File: src/rtl/upt_pkg.sv
package upt_pkg;
    localparam int CW = 16;
    localparam int EW = 4;

    localparam logic [1:0] A_CTRL = 2'd0;
    localparam logic [1:0] A_EXP  = 2'd1;
    localparam logic [1:0] A_CEIL = 2'd2;
    localparam logic [1:0] A_EVT  = 2'd3;

    typedef struct packed {
        logic stage;
        logic fsel;
        logic mute;
        logic run;
    } ctrl_t;
endpackage

File: src/rtl/upt_prescaler.sv
module upt_prescaler #(
    parameter int PW = 16,
    parameter int EW = 4
) (
    input  logic          clk,
    input  logic          rst_n,
    input  logic          run,
    input  logic          restart,
    input  logic [EW-1:0] expo,
    output logic          tick
);
    typedef struct packed {
        logic [PW-1:0] pcnt;
    } st_t;

    st_t st_d, st_q;
    logic [PW-1:0] lim;

    always_comb begin
        lim  = (PW'(1) << expo) - PW'(1);
        tick = run && !restart && (st_q.pcnt == lim);
        st_d = st_q;
        if (restart)
            st_d.pcnt = '0;
        else if (run)
            st_d.pcnt = tick ? '0 : st_q.pcnt + PW'(1);
    end

    always_ff @(posedge clk) begin
        if (!rst_n) st_q <= '0;
        else        st_q <= st_d;
    end

    a_r3_tick_needs_run: assert property (@(posedge clk) disable iff (!rst_n)
        tick |-> run);
    a_r8_div_restart: assert property (@(posedge clk) disable iff (!rst_n)
        restart |=> st_q.pcnt == '0);
endmodule

File: src/rtl/upt_counter.sv
module upt_counter #(
    parameter int CW = 16
) (
    input  logic          clk,
    input  logic          rst_n,
    input  logic          tick,
    input  logic          restart,
    input  logic [CW-1:0] ceil,
    output logic [CW-1:0] cnt,
    output logic          wrap
);
    typedef struct packed {
        logic [CW-1:0] cnt;
    } st_t;

    st_t st_d, st_q;

    always_comb begin
        wrap = tick && (st_q.cnt == ceil);
        st_d = st_q;
        if (restart)
            st_d.cnt = '0;
        else if (tick)
            st_d.cnt = wrap ? '0 : st_q.cnt + CW'(1);
    end

    always_ff @(posedge clk) begin
        if (!rst_n) st_q <= '0;
        else        st_q <= st_d;
    end

    assign cnt = st_q.cnt;

    a_r5_wrap_to_zero: assert property (@(posedge clk) disable iff (!rst_n)
        wrap |=> cnt == '0);
    a_r11_hold: assert property (@(posedge clk) disable iff (!rst_n)
        (!tick && !restart) |=> $stable(cnt));
endmodule

File: src/rtl/upcnt_timer.sv
module upcnt_timer
    import upt_pkg::*;
(
    input  logic        clk,
    input  logic        rst_n,
    input  logic        wr_en,
    input  logic [1:0]  wr_addr,
    input  logic [15:0] wr_data,
    output logic [15:0] count_o,
    output logic        update_o,
    output logic        flag_o
);
    localparam int PW = 16;

    typedef struct packed {
        ctrl_t         ctrl;
        logic [EW-1:0] exp_stg;
        logic [EW-1:0] exp_live;
        logic [CW-1:0] ceil_stg;
        logic [CW-1:0] ceil_live;
        logic          run;
        logic          upd;
        logic          flag;
    } st_t;

    st_t st_d, st_q;
    logic tick, wrap, force_upd, clr, upd_now, flag_set;
    logic [CW-1:0] cnt;

    upt_prescaler #(.PW(PW), .EW(EW)) i_div (
        .clk(clk), .rst_n(rst_n), .run(st_q.run), .restart(force_upd),
        .expo(st_q.exp_live), .tick(tick)
    );

    upt_counter #(.CW(CW)) i_cnt (
        .clk(clk), .rst_n(rst_n), .tick(tick), .restart(force_upd),
        .ceil(st_q.ceil_live), .cnt(cnt), .wrap(wrap)
    );

    always_comb begin
        force_upd = wr_en && (wr_addr == A_EVT) && wr_data[0];
        clr       = wr_en && (wr_addr == A_EVT) && wr_data[1];
        upd_now   = (wrap && !st_q.ctrl.mute) || force_upd;
        flag_set  = (wrap && !st_q.ctrl.mute) || (force_upd && !st_q.ctrl.fsel);

        st_d      = st_q;
        st_d.run  = st_q.ctrl.run;
        st_d.upd  = upd_now;

        if (upd_now) begin
            st_d.exp_live  = st_q.exp_stg;
            st_d.ceil_live = st_q.ceil_stg;
        end

        if (wr_en) begin
            case (wr_addr)
                A_CTRL: st_d.ctrl = ctrl_t'(wr_data[3:0]);
                A_EXP:  st_d.exp_stg = wr_data[EW-1:0];
                A_CEIL: begin
                    st_d.ceil_stg = wr_data;
                    if (!st_q.ctrl.stage) st_d.ceil_live = wr_data;
                end
                default: ;
            endcase
        end

        if (flag_set)  st_d.flag = 1'b1;
        else if (clr)  st_d.flag = 1'b0;
    end

    always_ff @(posedge clk) begin
        if (!rst_n) begin
            st_q           <= '0;
            st_q.ceil_stg  <= '1;
            st_q.ceil_live <= '1;
        end else begin
            st_q <= st_d;
        end
    end

    assign count_o  = cnt;
    assign update_o = st_q.upd;
    assign flag_o   = st_q.flag;

    a_r2_run_follows: assert property (@(posedge clk) disable iff (!rst_n)
        st_q.ctrl.run |=> st_q.run);
    a_r7_muted_wrap: assert property (@(posedge clk) disable iff (!rst_n)
        (wrap && st_q.ctrl.mute && !force_upd) |=> !update_o);
    a_r7_muted_keeps_exp: assert property (@(posedge clk) disable iff (!rst_n)
        (wrap && st_q.ctrl.mute && !force_upd) |=> $stable(st_q.exp_live));
    a_r8_force_pulse: assert property (@(posedge clk) disable iff (!rst_n)
        force_upd |=> (update_o && count_o == '0));
    a_r10_set_wins: assert property (@(posedge clk) disable iff (!rst_n)
        flag_set |=> flag_o);
    a_r4_exp_only_on_update: assert property (@(posedge clk) disable iff (!rst_n)
        !upd_now |=> $stable(st_q.exp_live));
endmodule

File: config.mk
export PLATFORM = sky130hd
export DESIGN_NAME = upcnt_timer
export DESIGN_NICKNAME = d
export VERILOG_FILES = /design/src/rtl/upt_pkg.sv /design/src/rtl/upt_prescaler.sv /design/src/rtl/upt_counter.sv /design/src/rtl/upcnt_timer.sv
export SDC_FILE = /design/constraint.sdc
export NUM_CORES = 1
export LEC_CHECK = 0
export BUFFER_PORTS_ARGS = -buffer_cell sky130_fd_sc_hd__buf_4
export CAP_MARGIN = 20
export CORE_ASPECT_RATIO = 2
export CORE_MARGIN = 10
export CORE_UTILIZATION = 31
export DETAILED_ROUTE_END_ITERATION = 10
export PLACE_DENSITY = 0.48
export SYNTH_ARGS = -nofsm -noshare
export SYNTH_HDL_FRONTEND = slang
export SYNTH_SLANG_ARGS = --single-unit
File: constraint.sdc
create_clock -name clk -period 4.4 [get_ports clk]
set_clock_uncertainty 0.2 [all_clocks]
set_input_delay 0.88 -clock clk [delete_from_list [all_inputs] [get_ports clk]]
set_output_delay 0.88 -clock clk [all_outputs]
set_load 0.03 [all_outputs]
; ---- After elaboration in Yosys (flattened, before gate mapping)
; Cells that the tools add are included.
[classes]
add_sub_neg = 3
n_eq_ne = 5
shifts = 1
muxes = 8
n_bitwise = 1
n_reduce_logical = 19
[ops]
columns = op, count
row1 = 16-bit 2-to-1 mux, 6
row2 = "16-bit by 1-bit adder with 16-bit output, second input constant", 2
row3 = 16-bit == test, 2
row4 = "1-bit by 4-bit left shift with 16-bit output, first input constant", 1
row5 = "16-bit by 2-bit subtractor with 16-bit output, second input constant", 1
row6 = 1-bit logical AND, 8
row7 = 2-bit AND reduction, 3
row8 = "2-bit == test, second input constant", 2
row9 = 1-bit zero test, 3
row10 = "2-bit by 1-bit == test with 1-bit output, second input constant", 1
row11 = 2-bit zero test, 1
row12 = 1-bit logical OR, 2
row13 = 1-bit 2-to-1 mux, 2
row14 = 2-bit nonzero test, 1
row15 = 2-bit OR reduction, 1
row16 = 1-bit inverter, 1
[word_totals]
regBits = 79
in_bits = 21
output_inout_bits = 18
elab_cells = 50

; ---- Logic depth before layout (Yosys ltp)
; Gate-level depths: netlist of run 1.
[logic_depth]
word_depth = 13
mapped_depth = 15
mapped_depth_nobuf = 10

; ---- Hierarchy
; From an unflattened synthesis of run 1, not the netlist that was laid out.
[hier_totals]
hier_cells = 465
hier_area_um2 = 4144.0
[by_module_without_submodules]
columns = module, n_inst, cells_each, area_each_um2
row1 = upcnt_timer, 1, 201, 1886.8
row2 = upt_prescaler, 1, 157, 1310.0
row3 = upt_counter, 1, 107, 947.2

; ---- Worst setup path before layout of run 1
; OpenSTA, ideal clock, no wires.
[synth_path]
path_kind = register to register
from = register st_q[37] (netlist bit)
to = register i_cnt.st_q (netlist bit i_cnt.cnt[11])
t_arrival_ns = 3.048
required_time_ns = 4.130
setup_slack_ns = 1.082
stages_incl_launch_ff = 14
n_path_buf = 4
cell_sequence = dfxtp_1 > buf_6 > buf_2 > nor4_2 > inv_1 > ha_1 > buf_4 > or4b_1 > and2_1 > a211oi_2 > nand4b_1 > buf_2 > or4_1 > a21oi_1
[synth_between]
elab_chain_cells = 6
[synth_lines]
columns = item, line_no
row1 = from (decl), upcnt_timer.sv:26  ; st_t st_d, st_q;
row2 = from (signal assigned), upcnt_timer.sv:77  ; st_q <= st_d;
row3 = 1-bit by 4-bit left shift with 16-bit output (*), upt_prescaler.sv:20  ; lim = (PW'(1) << expo) - PW'(1);
row4 = 16-bit by 2-bit subtractor with 16-bit output (*), upt_prescaler.sv:20
row5 = 16-bit == test (*), upt_prescaler.sv:21  ; tick = run && !restart && (st_q.pcnt == lim);
row6 = 1-bit logical AND (*), upt_prescaler.sv:21
row7 = 1-bit logical AND, upt_counter.sv:19  ; wrap = tick && (st_q.cnt == ceil);
row8 = 16-bit 2-to-1 mux, upt_counter.sv:24  ; st_d.cnt = wrap ? '0 : st_q.cnt + CW'(1);
row9 = to (signal assigned), upt_counter.sv:29  ; else st_q <= st_d;
row10 = to (decl), upt_counter.sv:16  ; st_t st_d, st_q;
; Every way passes the cells marked *; elsewhere a longest branch is shown, timed or not.
; A chain may end at the register's enable or synchronous reset.

; ---- Worst setup path after layout of run 1
[layout_path]
from = register st_q[37] (netlist bit)
to = register i_cnt.st_q (netlist bit i_cnt.cnt[3])
; Same word-level chain as after synthesis.

==> summary.txt, run 1 <==
Clock network
  – Clk root buf: clkbuf_16
  – CTS H-tree depth: 3
  – Clock sink count: 79
  – # resized after CTS: 0
  – Clk buf depth: 2
  – Hold-fix buffers, CTS: 0
  – Worst-Skew Late Latency: 340 ps
  – CTS tree: yes
  – Post-CTS setup buffers: 0
  – Num CTS Buffers: 9
  – CTS clock-pin slew for the worst setup and hold paths: 70 ps

GRT
  – Gr usage total: 12.0%
  – Largest net degree at the start of global routing: 40
  – Global route overflow: 0
  – Initial antenna violation count: 0
  – First-pass GRT wire length: 17800 um
  – Number of global-route vias before repair: 3438

Pwr
  – Sw Pwr: 0.384 mW
  – Power per cell area: 337 mW/mm^2
  – Combinational share of power: 5.8%
  – Internal power: 1.22 mW
  – Clock power frac: 47.9%
  – Switching share of power: 23.9%
  – Peak VDD IR: 0.000190 V
  – Flop pwr share: 46.3%
  – LEAKAGE: 1.77 nW

Worst setup path
  – Crit path max-delay family: simple AND/OR/NAND/NOR gates
  – Max stage delay on crit path: 710 ps
  – WS Path Type: register to register
  – Worst setup SP type: register
  – Critical-path maximum fanout: 30
  – Crit-path slowest cell: dfxtp_1
  – Crit path DAT: 4030 ps
  – Critical Path, Cell by Cell: inv_1, nand4_1, ha_1, or4b_4, o41ai_1, xor2_1, nor4_1, nand4b_1, buf_4, or4b_1, a21oi_1
  – Worst Path Required: 4450 ps
  – CP bufs+invs: 2
  – CP endpoint kind: register

Routing
  – Number of nets still failing antenna checks after routing: 0
  – Total number of vias: 3450
  – WL/cell: 16.6 um
  – DRT iter0 DRCs: 195
  – # DRC: 0
  – Drt first pass iters: 4
  – Vias/cell: 5.28
  – Final WL: 10800 um

Placed design
  – # port buffers: 38
  – Hpwl dp: 8020 um
  – GPL Wtd Cong: 0.805

Yosys
  – FF+latch count, synth: 79
  – Synthesized area: 0.00409 mm^2
  – Seq/Total Area, Yosys: 38.7%
  – Syn Nets: 501
  – EDFF count, synth: 0
  – Mean Syn Cell Area: 8.58 um^2
  – Cells after Synth: 477
  – Synth Warn #: 0
  – Synth cell types: 59
  – Asr flop ratio synth: 0%
  – Primary FF master, synth: dfxtp_1

Final layout
  – Final-stage net count: 521
  – Flip-flop and latch area: 0.00158 mm^2
  – Final core occ: 36.7%
  – Multi-input logic area: 0.00234 mm^2
  – Share of cells above drive strength 1: 16.1%
  – Area grow syn2layout: 16.7%
  – Commonest non-fill, non-tap cell in the layout: dfxtp_1
  – Most frequent cells in the layout: dfxtp_1 (79), nand2_1 (58), buf_4 (43)
  – Fillers: 1362
  – Ant. Diodes: 0

Floorplan
  – I/O Pins: 39
  – Die span in y: 182 um
  – Core footprint: 0.0130 mm^2
  – Die area: 0.0185 mm^2
  – Die width: 101 um
  – Starting Density: 31.5%
  – Core Rows: 59

STA
  – Final Hold Viols: 0
  – Worst-Margin Slew: 719 ps
  – RSZ-0062 raised after global routing: false
  – Final worst path period need: 3980 ps
  – Worst slew margin: 52.0%
  – Setup_tns: 0 ps
  – FMAX: 251 MHz
  – Fin crit share: 90.4%
  – Setup violations, final: 0
  – Max Slew Vio Count: 0

Min path
  – Type of the worst min-delay path: register to register

Run status
  – Status: completed

Flow run
  – Maxcap violations: 0
[per-stage QoR]
| stage | worst slack [ps] | total power, mW | instances | area, um^2 | hold slack [ps] |
|---|---|---|---|---|---|
| 6_report | 421 | 1.61 | 654 | 4770 | 261 |
| 5_1_grt | 78.5 | 1.66 | 654 | 4770 | 287 |
| 4_1_cts | 455 | 1.63 | 654 | 4770 | 268 |
| 3_5_place_dp | 511 | 0.855 | 638 | 4470 | 255 |
| 3_3_place_gp | 658 | 0.853 | 637 | 4460 | 250 |
| 2_1_floorplan | 1080 | 0.817 | 477 | 4090 | 229 |
[worst min-delay path: cells and delay by family, from the launching register on]
kind / cells / cell delay [ps]
DFF: 1 / 310
muxes: 1 / 50
and+or+nand+nor: 1 / 50
[layer usage]
layer  global-route usage, %  vias to the layer above  share of wire [%]
li1                        -                     1737                  -
met4                    4.54                        0                1.3
met2                    21.9                       63                 56
met1                    12.9                     1642                 40
met3                    2.35                        8                2.7
met5                       0                        -                  0
[final timing paths]
path	slack (ps)	cells past startpoint	startpoint	end
setup / recovery	420	11	st_q[37]	i_cnt.cnt[3]
hold / removal	260	2	st_q[40]	st_q[36]
hold reg to reg	260	2	st_q[40]	st_q[36]
setup reg to reg	420	11	st_q[37]	i_cnt.cnt[3]
[area by class of cell]
class	instances	area share, %
multi-input combinational	357	49.0
inverter	6	0.472
sequential	79	33.1
clock inverter	7	1.70
tap	152	3.98
timing repair buffer	44	7.00
clock buffer	9	4.72
[power groups by stage]
stage	combinational (mW)	clock, mW	sequential (mW)
final	0.0924	0.770	0.744
after global routing	0.103	0.813	0.746
after CTS	0.0947	0.789	0.744
after detailed placement	0.0944	0	0.761
after global placement	0.0927	0	0.760
after floorplan	0.0599	0	0.757
[cell families after synthesis]
family	count (synthesis)	share of synthesized area, %
adders and majority gates	3	0.918
xor gates and xnor gates	36	7.71
and+or+nand+nor	225	29.9
AOI/OAI and AO/OA	79	14.9
muxes	14	3.42
DFF	79	38.7
buffers and inverters	41	4.46
[state kept, by name (all words and copies together) (netlist names)]
signal / flops
update_o: 1
i_cnt.cnt: 16
st_d: 1
st_q: 44
flag_o: 1
i_div.st_q: 16
[Yosys cell counts, types with 2 or more instances]
master | instances | area [um^2]
dfxtp_1 | 79 | 1580
nand2_1 | 58 | 218
nor2_1 | 30 | 113
nand3_1 | 29 | 145
xnor2_1 | 25 | 219
clkbuf_1 | 23 | 86.3
nand2b_1 | 19 | 119
a21oi_1 | 17 | 85.1
nand4_1 | 15 | 93.8
and3_1 | 14 | 87.6
mux2i_1 | 14 | 140
o21ai_0 | 14 | 70.1
nor2b_1 | 13 | 81.3
xor2_1 | 11 | 96.3
o221a_1 | 10 | 113
and2_1 | 9 | 56.3
nor3_1 | 7 | 35.0
o221a_2 | 7 | 78.8
buf_2 | 5 | 25.0
inv_1 | 5 | 18.8
nor3b_1 | 5 | 37.5
o2bb2ai_1 | 5 | 43.8
or4_1 | 5 | 37.5
buf_4 | 4 | 30.0
a211oi_1 | 3 | 22.5
and4_1 | 3 | 26.3
ha_1 | 3 | 37.5
nor4_2 | 3 | 37.5
o21a_1 | 3 | 22.5
or4b_1 | 3 | 30.0
a31oi_1 | 2 | 12.5
and4b_1 | 2 | 20.0
buf_1 | 2 | 7.51
nand3b_1 | 2 | 15.0
nand4b_1 | 2 | 17.5
nor4_1 | 2 | 12.5
o21ai_2 | 2 | 17.5
(Power assumes the default switching activity.)
==> run 2, diff against run 1 <==
Settings changed: CORE_MARGIN 10 to not set.
==> run 2 against run 1 <==
Effect of this change:
- flip-flop and latch count unchanged
- clock power increased by 1%
- first-iteration DRC count increased by 4.6%
- final area decreased by 0.18%
- core utilization increased by 0.14 points
- non-clock buffer count decreased by 1
- critical path type unchanged
- largest cell class unchanged
==> summary.txt, run 2 (synthesis results as in run 1) <==
Clock network
  – Worst-Skew Late Latency: 340 ps (about the same)
  – CTS H-tree depth: 3 (unchanged)
  – CTS clock-pin slew for the worst setup and hold paths: 70 ps (about the same)
  – Hold-fix buffers, CTS: 0 (unchanged)
  – Num CTS Buffers: 9 (unchanged)
  – Post-CTS setup buffers: 0 (unchanged)
  – Clk buf depth: 2 (unchanged)
  – Clock sink count: 79 (unchanged)
  – # resized after CTS: 0 (unchanged)
  – CTS tree: yes
  – Clk root buf: clkbuf_16

Placed design
  – # port buffers: 38 (unchanged)
  – GPL Wtd Cong: 0.797 (-1.0%)
  – Placed insts: 636 (-0.31%)
  – Hpwl dp: 7750 um (-3.4%)

Floorplan
  – Die span in y: 164 um (-9.9%)
  – Die area: 0.0137 mm^2 (-26%)
  – I/O Pins: 39 (unchanged)
  – Core footprint: 0.0129 mm^2 (-0.57%)
  – Die width: 83.2 um (-18%)
  – Core Rows: 59 (unchanged)
  – Starting Density: 31.7% (+0.18 points)

Pwr
  – Power per cell area: 339 mW/mm^2 (+0.60%)
  – Peak VDD IR: 0.000175 V (-7.7%)
  – LEAKAGE: 1.76 nW (-0.47%)
  – Power, Total: 1.61 mW (+0.42%)

STA
  – Setup violations, final: 0 (unchanged)
  – RSZ-0062 raised after global routing: false
  – Hold_ws: 270 ps (+8.41 ps)
  – Worst-Margin Slew: 1010 ps (+292 ps)
  – Setup_tns: 0 ps (unchanged)
  – Fin crit share: 88.6% (-1.8 points)
  – FMAX: 256 MHz (+2.0%)
  – Worst slew margin: 32.3% (-20 points)
  – Final Hold Viols: 0 (unchanged)
  – Max Slew Vio Count: 0 (unchanged)
  – Final worst path period need: 3900 ps (-79.2 ps)

Final layout
  – Largest Register: st_q
  – Share of cells above drive strength 1: 16.0% (-0.17 points)
  – Number of flip-flops in the largest register: 44 (unchanged)
  – Flip-flop and latch area: 0.00158 mm^2 (unchanged)
  – Fillers: 1315 (-3.5%)
  – Final core occ: 36.9% (+0.14 points)
  – Ant. Diodes: 0 (unchanged)
  – Final cell count without fillers: 653 (-0.15%)
  – Commonest non-fill, non-tap cell in the layout: dfxtp_1
  – Most frequent cells in the layout: dfxtp_1 (79), nand2_1 (58), buf_4 (43)
  – Final-stage net count: 520 (-0.19%)
  – Area grow syn2layout: 16.5%
  – Multi-input logic area: 0.00234 mm^2 (unchanged)

GRT
  – Grt peak-use layer: met2
  – Met2 Usage GRT: 29.5% (+7.6 points)
  – First-pass GRT wire length: 16900 um (-5.1%)
  – Gr usage total: 15.5% (+3.6 points)
  – GR Layer Usage met1: 16.7% (+3.8 points)
  – Largest net degree at the start of global routing: 40 (unchanged)
  – Number of global-route vias before repair: 3272 (-4.8%)
  – Met3 Use GR: 2.25% (-0.097 points)
  – Initial antenna violation count: 0 (unchanged)
  – Global route overflow: 0 (unchanged)

Routing
  – Number of nets still failing antenna checks after routing: 0 (unchanged)
  – WL/cell: 15.8 um (-4.5%)
  – Final WL: 10300 um (-4.6%)
  – DRT iter0 DRCs: 204 (+4.6%)
  – Total number of vias: 3444 (-0.17%)
  – Vias/cell: 5.27 (about the same)
  – Drt first pass iters: 5 (+1)
  – # DRC: 0 (unchanged)

Worst setup path
  – CP endpoint kind: register
  – Critical-path maximum fanout: 29 (-3.3%)
  – Crit path DAT: 3960 ps (-70 ps)
  – Worst setup SP type: register
  – WS Path Type: register to register
  – Worst Path Required: 4460 ps (about the same)

Run status
  – Status: completed

Min path
  – Type of the worst min-delay path: register to register

Flow run
  – Maxcap violations: 0 (unchanged)
run 2: changes by cell type in the layout (fill, tap and decap cells not counted):
cell and delta:
clkinvlp_4 +1, clkinv_2 -1, inv_6 +2, buf_6 -1, clkinv_4 -2
run 2: worst paths after layout:
path	slack, ps	depth (start not counted)	startpoint	end
worst min register to register	270	2	st_q[28]	st_q[28]
worst max register to register	500	11	st_q[36]	i_cnt.cnt[3]
worst min-delay path	270	2	st_q[28]	st_q[28]
worst max-delay path	500	11	st_q[36]	i_cnt.cnt[3]
run 2: worst max-delay path: stages (launching register included):
cell	delay (ps)
dfxtp_1	660
inv_1	160
nand4_1	120
ha_1	370
or4b_4	530
o41ai_1	90
xor2_1	110
nor4_1	410
nand4b_1	230
buf_4	280
or4b_1	490
a21oi_1	140
run 2: final cells by class:
class	count	share of cell area, %
multi-input combinational	357	49.1
sequential	79	33.2
timing repair buffer	43	6.78
clock buffer	9	4.73
tap	152	3.99
clock inverter	7	1.76
inverter	6	0.473
run 2: power by group:
group	switching (mW)	internal, mW
clock network	0.328	0.451
registers	0.0119	0.732
logic	0.0494	0.0411
total	0.389	1.22
run 2: metrics by stage:
step / cell area, um^2 / setup WS (ps)
6_report: 4760 / 501
5_1_grt: 4760 / 237
4_1_cts: 4760 / 536
3_5_place_dp: 4450 / 567
3_3_place_gp: 4450 / 752
2_1_floorplan: 4090 / 1080
run 2: metal layers:
metal  share of wire [%]  wire (um)  vias up
met5                   0          0        -
met4                 2.4        248        0
met3                 2.0        209       13
met2                  55       5710       51
met1                  40       4180     1640
li1                    -          -     1740
==> run 3, diff against run 2 <==
Clock period 4.4 ns to 4.17 ns, I/O delays scaled along.
==> run 3 against run 2 <==
Effect of this change:
- global-route usage up 0.40 points
- register-to-register slack worse by 30 ps
- largest power group unchanged
- count of clock-buffer cells in the layout stayed put
- total power up 6.1%
==> summary.txt, run 3 (synthesis results as in run 1) <==
STA
  – Final Hold Viols: 0 (unchanged)
  – Fin crit share: 88.8% (+0.17 points)
  – FMAX: 270 MHz (+5.3%)
  – Worst-Margin Slew: 744 ps (-266 ps)
  – Final setup margin: 467 ps (-33.2 ps)
  – Worst slew margin: 50.3% (+18 points)
  – Final worst path period need: 3700 ps (-197 ps)
  – Max Slew Vio Count: 0 (unchanged)
  – Setup_tns: 0 ps (unchanged)
  – RSZ-0062 raised after global routing: false
  – Setup violations, final: 0 (unchanged)

Routing
  – WL/cell: 16.2 um (+2.3%)
  – Total number of vias: 3432 (-0.35%)
  – DRT iter0 DRCs: 200 (-2.0%)
  – Vias/cell: 5.23 (-0.80%)
  – # DRC: 0 (unchanged)
  – Number of nets still failing antenna checks after routing: 0 (unchanged)
  – Drt first pass iters: 4 (-1)
  – Final WL: 10600 um (+2.8%)

Pwr
  – Sw Pwr: 0.419 mW (+7.7%)
  – Peak VDD IR: 0.000214 V (+22%)
  – Clock power frac: 48.5% (+0.2 points)
  – LEAKAGE: 1.78 nW (+1.0%)
  – Combinational share of power: 5.7% (about the same)
  – Power per cell area: 357 mW/mm^2 (+5.4%)
  – Switching share of power: 24.5% (+0.36 points)
  – Internal power: 1.29 mW (+5.6%)
  – Flop pwr share: 45.8% (-0.3 points)

Clock network
  – Post-CTS setup buffers: 0 (unchanged)
  – # resized after CTS: 0 (unchanged)
  – CTS H-tree depth: 3 (unchanged)
  – CTS tree: yes
  – Worst-Skew Late Latency: 350 ps (about the same)
  – Clock sink count: 79 (unchanged)
  – Clk buf depth: 2 (unchanged)
  – CTS clock-pin slew for the worst setup and hold paths: 70 ps (about the same)
  – Clk root buf: clkbuf_16
  – Hold-fix buffers, CTS: 0 (unchanged)
  – Num CTS Buffers: 9 (unchanged)

Floorplan
  – Die area: 0.0137 mm^2 (unchanged)
  – I/O Pins: 39 (unchanged)
  – Core Rows: 59 (unchanged)
  – Die span in y: 164 um (unchanged)
  – Starting Density: 31.7% (unchanged)
  – Core footprint: 0.0129 mm^2 (unchanged)
  – Die width: 83.2 um (unchanged)

Placed design
  – Hpwl dp: 7920 um (+2.1%)
  – Pre-CTS setup slack: 470 ps (-97.3 ps)
  – # port buffers: 38 (unchanged)
  – GPL Wtd Cong: 0.784 (-1.6%)

Final layout
  – Final-stage net count: 523 (+0.58%)
  – Commonest non-fill, non-tap cell in the layout: dfxtp_1
  – Area grow syn2layout: 17.2%
  – Most frequent cells in the layout: dfxtp_1 (79), nand2_1 (58), buf_4 (45)
  – Ant. Diodes: 0 (unchanged)
  – Number of flip-flops in the largest register: 44 (unchanged)
  – Share of cells above drive strength 1: 16.5% (+0.50 points)
  – Largest Register: st_q

Flow run
  – Maxcap violations: 0 (unchanged)

Min path
  – Type of the worst min-delay path: register to register

Worst setup path
  – Worst Path Required: 4240 ps (-220 ps)
  – Max stage delay on crit path: 480 ps (-180 ps)
  – Critical Path, Cell by Cell: buf_4, nor4_2, inv_1, ha_1, xor2_1, o41ai_1, xor2_1, nor4_1, nand4b_1, buf_4, or4_1, a21oi_1
  – WS Path Type: register to register
  – Crit-path slowest cell: or4_1
  – Worst setup SP type: register
  – CP endpoint kind: register
  – Crit path DAT: 3770 ps (-190 ps)
  – Critical-path maximum fanout: 29 (unchanged)

Run status
  – Status: completed

GRT
  – Gr usage total: 15.9% (+0.40 points)
  – Initial antenna violation count: 0 (unchanged)
  – Number of global-route vias before repair: 3283 (+0.34%)
  – Largest net degree at the start of global routing: 40 (unchanged)
  – First-pass GRT wire length: 17100 um (+1.4%)
  – Global route overflow: 0 (unchanged)
run 3: cell count changes in the layout (fill, tap and decap cells not counted), sizes merged:
cell and delta:
buf +2, clkbuf +1
run 3: path summary, 6_finish.rpt:
check             endpoint      from  slack (ps)  cells after the start
max          i_cnt.cnt[13]  st_q[37]         470                     12
max reg2reg  i_cnt.cnt[13]  st_q[37]         470                     12
min reg2reg       st_q[23]  st_q[23]         270                      2
min               st_q[23]  st_q[23]         270                      2
run 3: per-layer routing:
metal / vias to the layer above / routed length (um) / GRT usage (%)
li1: 1741 / - / -
met1: 1617 / 4350 / 16.8
met2: 58 / 5810 / 30.2
met3: 16 / 233 / 3.45
met4: 0 / 236 / 6.50
met5: - / 0 / 0
run 3: through the flow:
| step | cells | hold WS [ps] | instance area (um^2) | power (mW) | util [%] |
|---|---|---|---|---|---|
| 2_1_floorplan | 477 | 229 | 4090 | 0.862 | - |
| 3_3_place_gp | 638 | 253 | 4460 | 0.898 | 34.5 |
| 3_5_place_dp | 639 | 258 | 4470 | 0.900 | 34.6 |
| 4_1_cts | 655 | 273 | 4780 | 1.73 | 37.0 |
| 5_1_grt | 656 | 288 | 4790 | 1.77 | 37.1 |
| 6_report | 656 | 269 | 4790 | 1.71 | 37.1 |
run 3: layout make-up:
type / count / area [um^2]
flip-flops and latches: 79 / 1580
inverters: 6 / 22.5
repair buffers: 46 / 352
well taps: 152 / 190
clock inverters: 7 / 83.8
clock buffers: 9 / 225
multi-input cells: 357 / 2340
fillers: 1315 / 8130
run 3: power by group through the flow:
stage	logic (mW)	registers, mW	clock network [mW]
global route	0.108	0.786	0.879
CTS	0.0985	0.785	0.848
finish	0.0974	0.784	0.829
floorplan	0.0632	0.799	0
detailed placement	0.0983	0.802	0
global placement	0.0964	0.802	0
run 3: critical path: cells and delay by family, from the launching register on:
kind,cells,cell delay (ps)
AND/OR/NAND/NOR,4,1390
buffers and inverters,3,560
XOR/XNOR,2,300
AO/OA/AOI/OAI,2,480
flip-flops,1,360
adder cells (fa/ha/maj),1,320
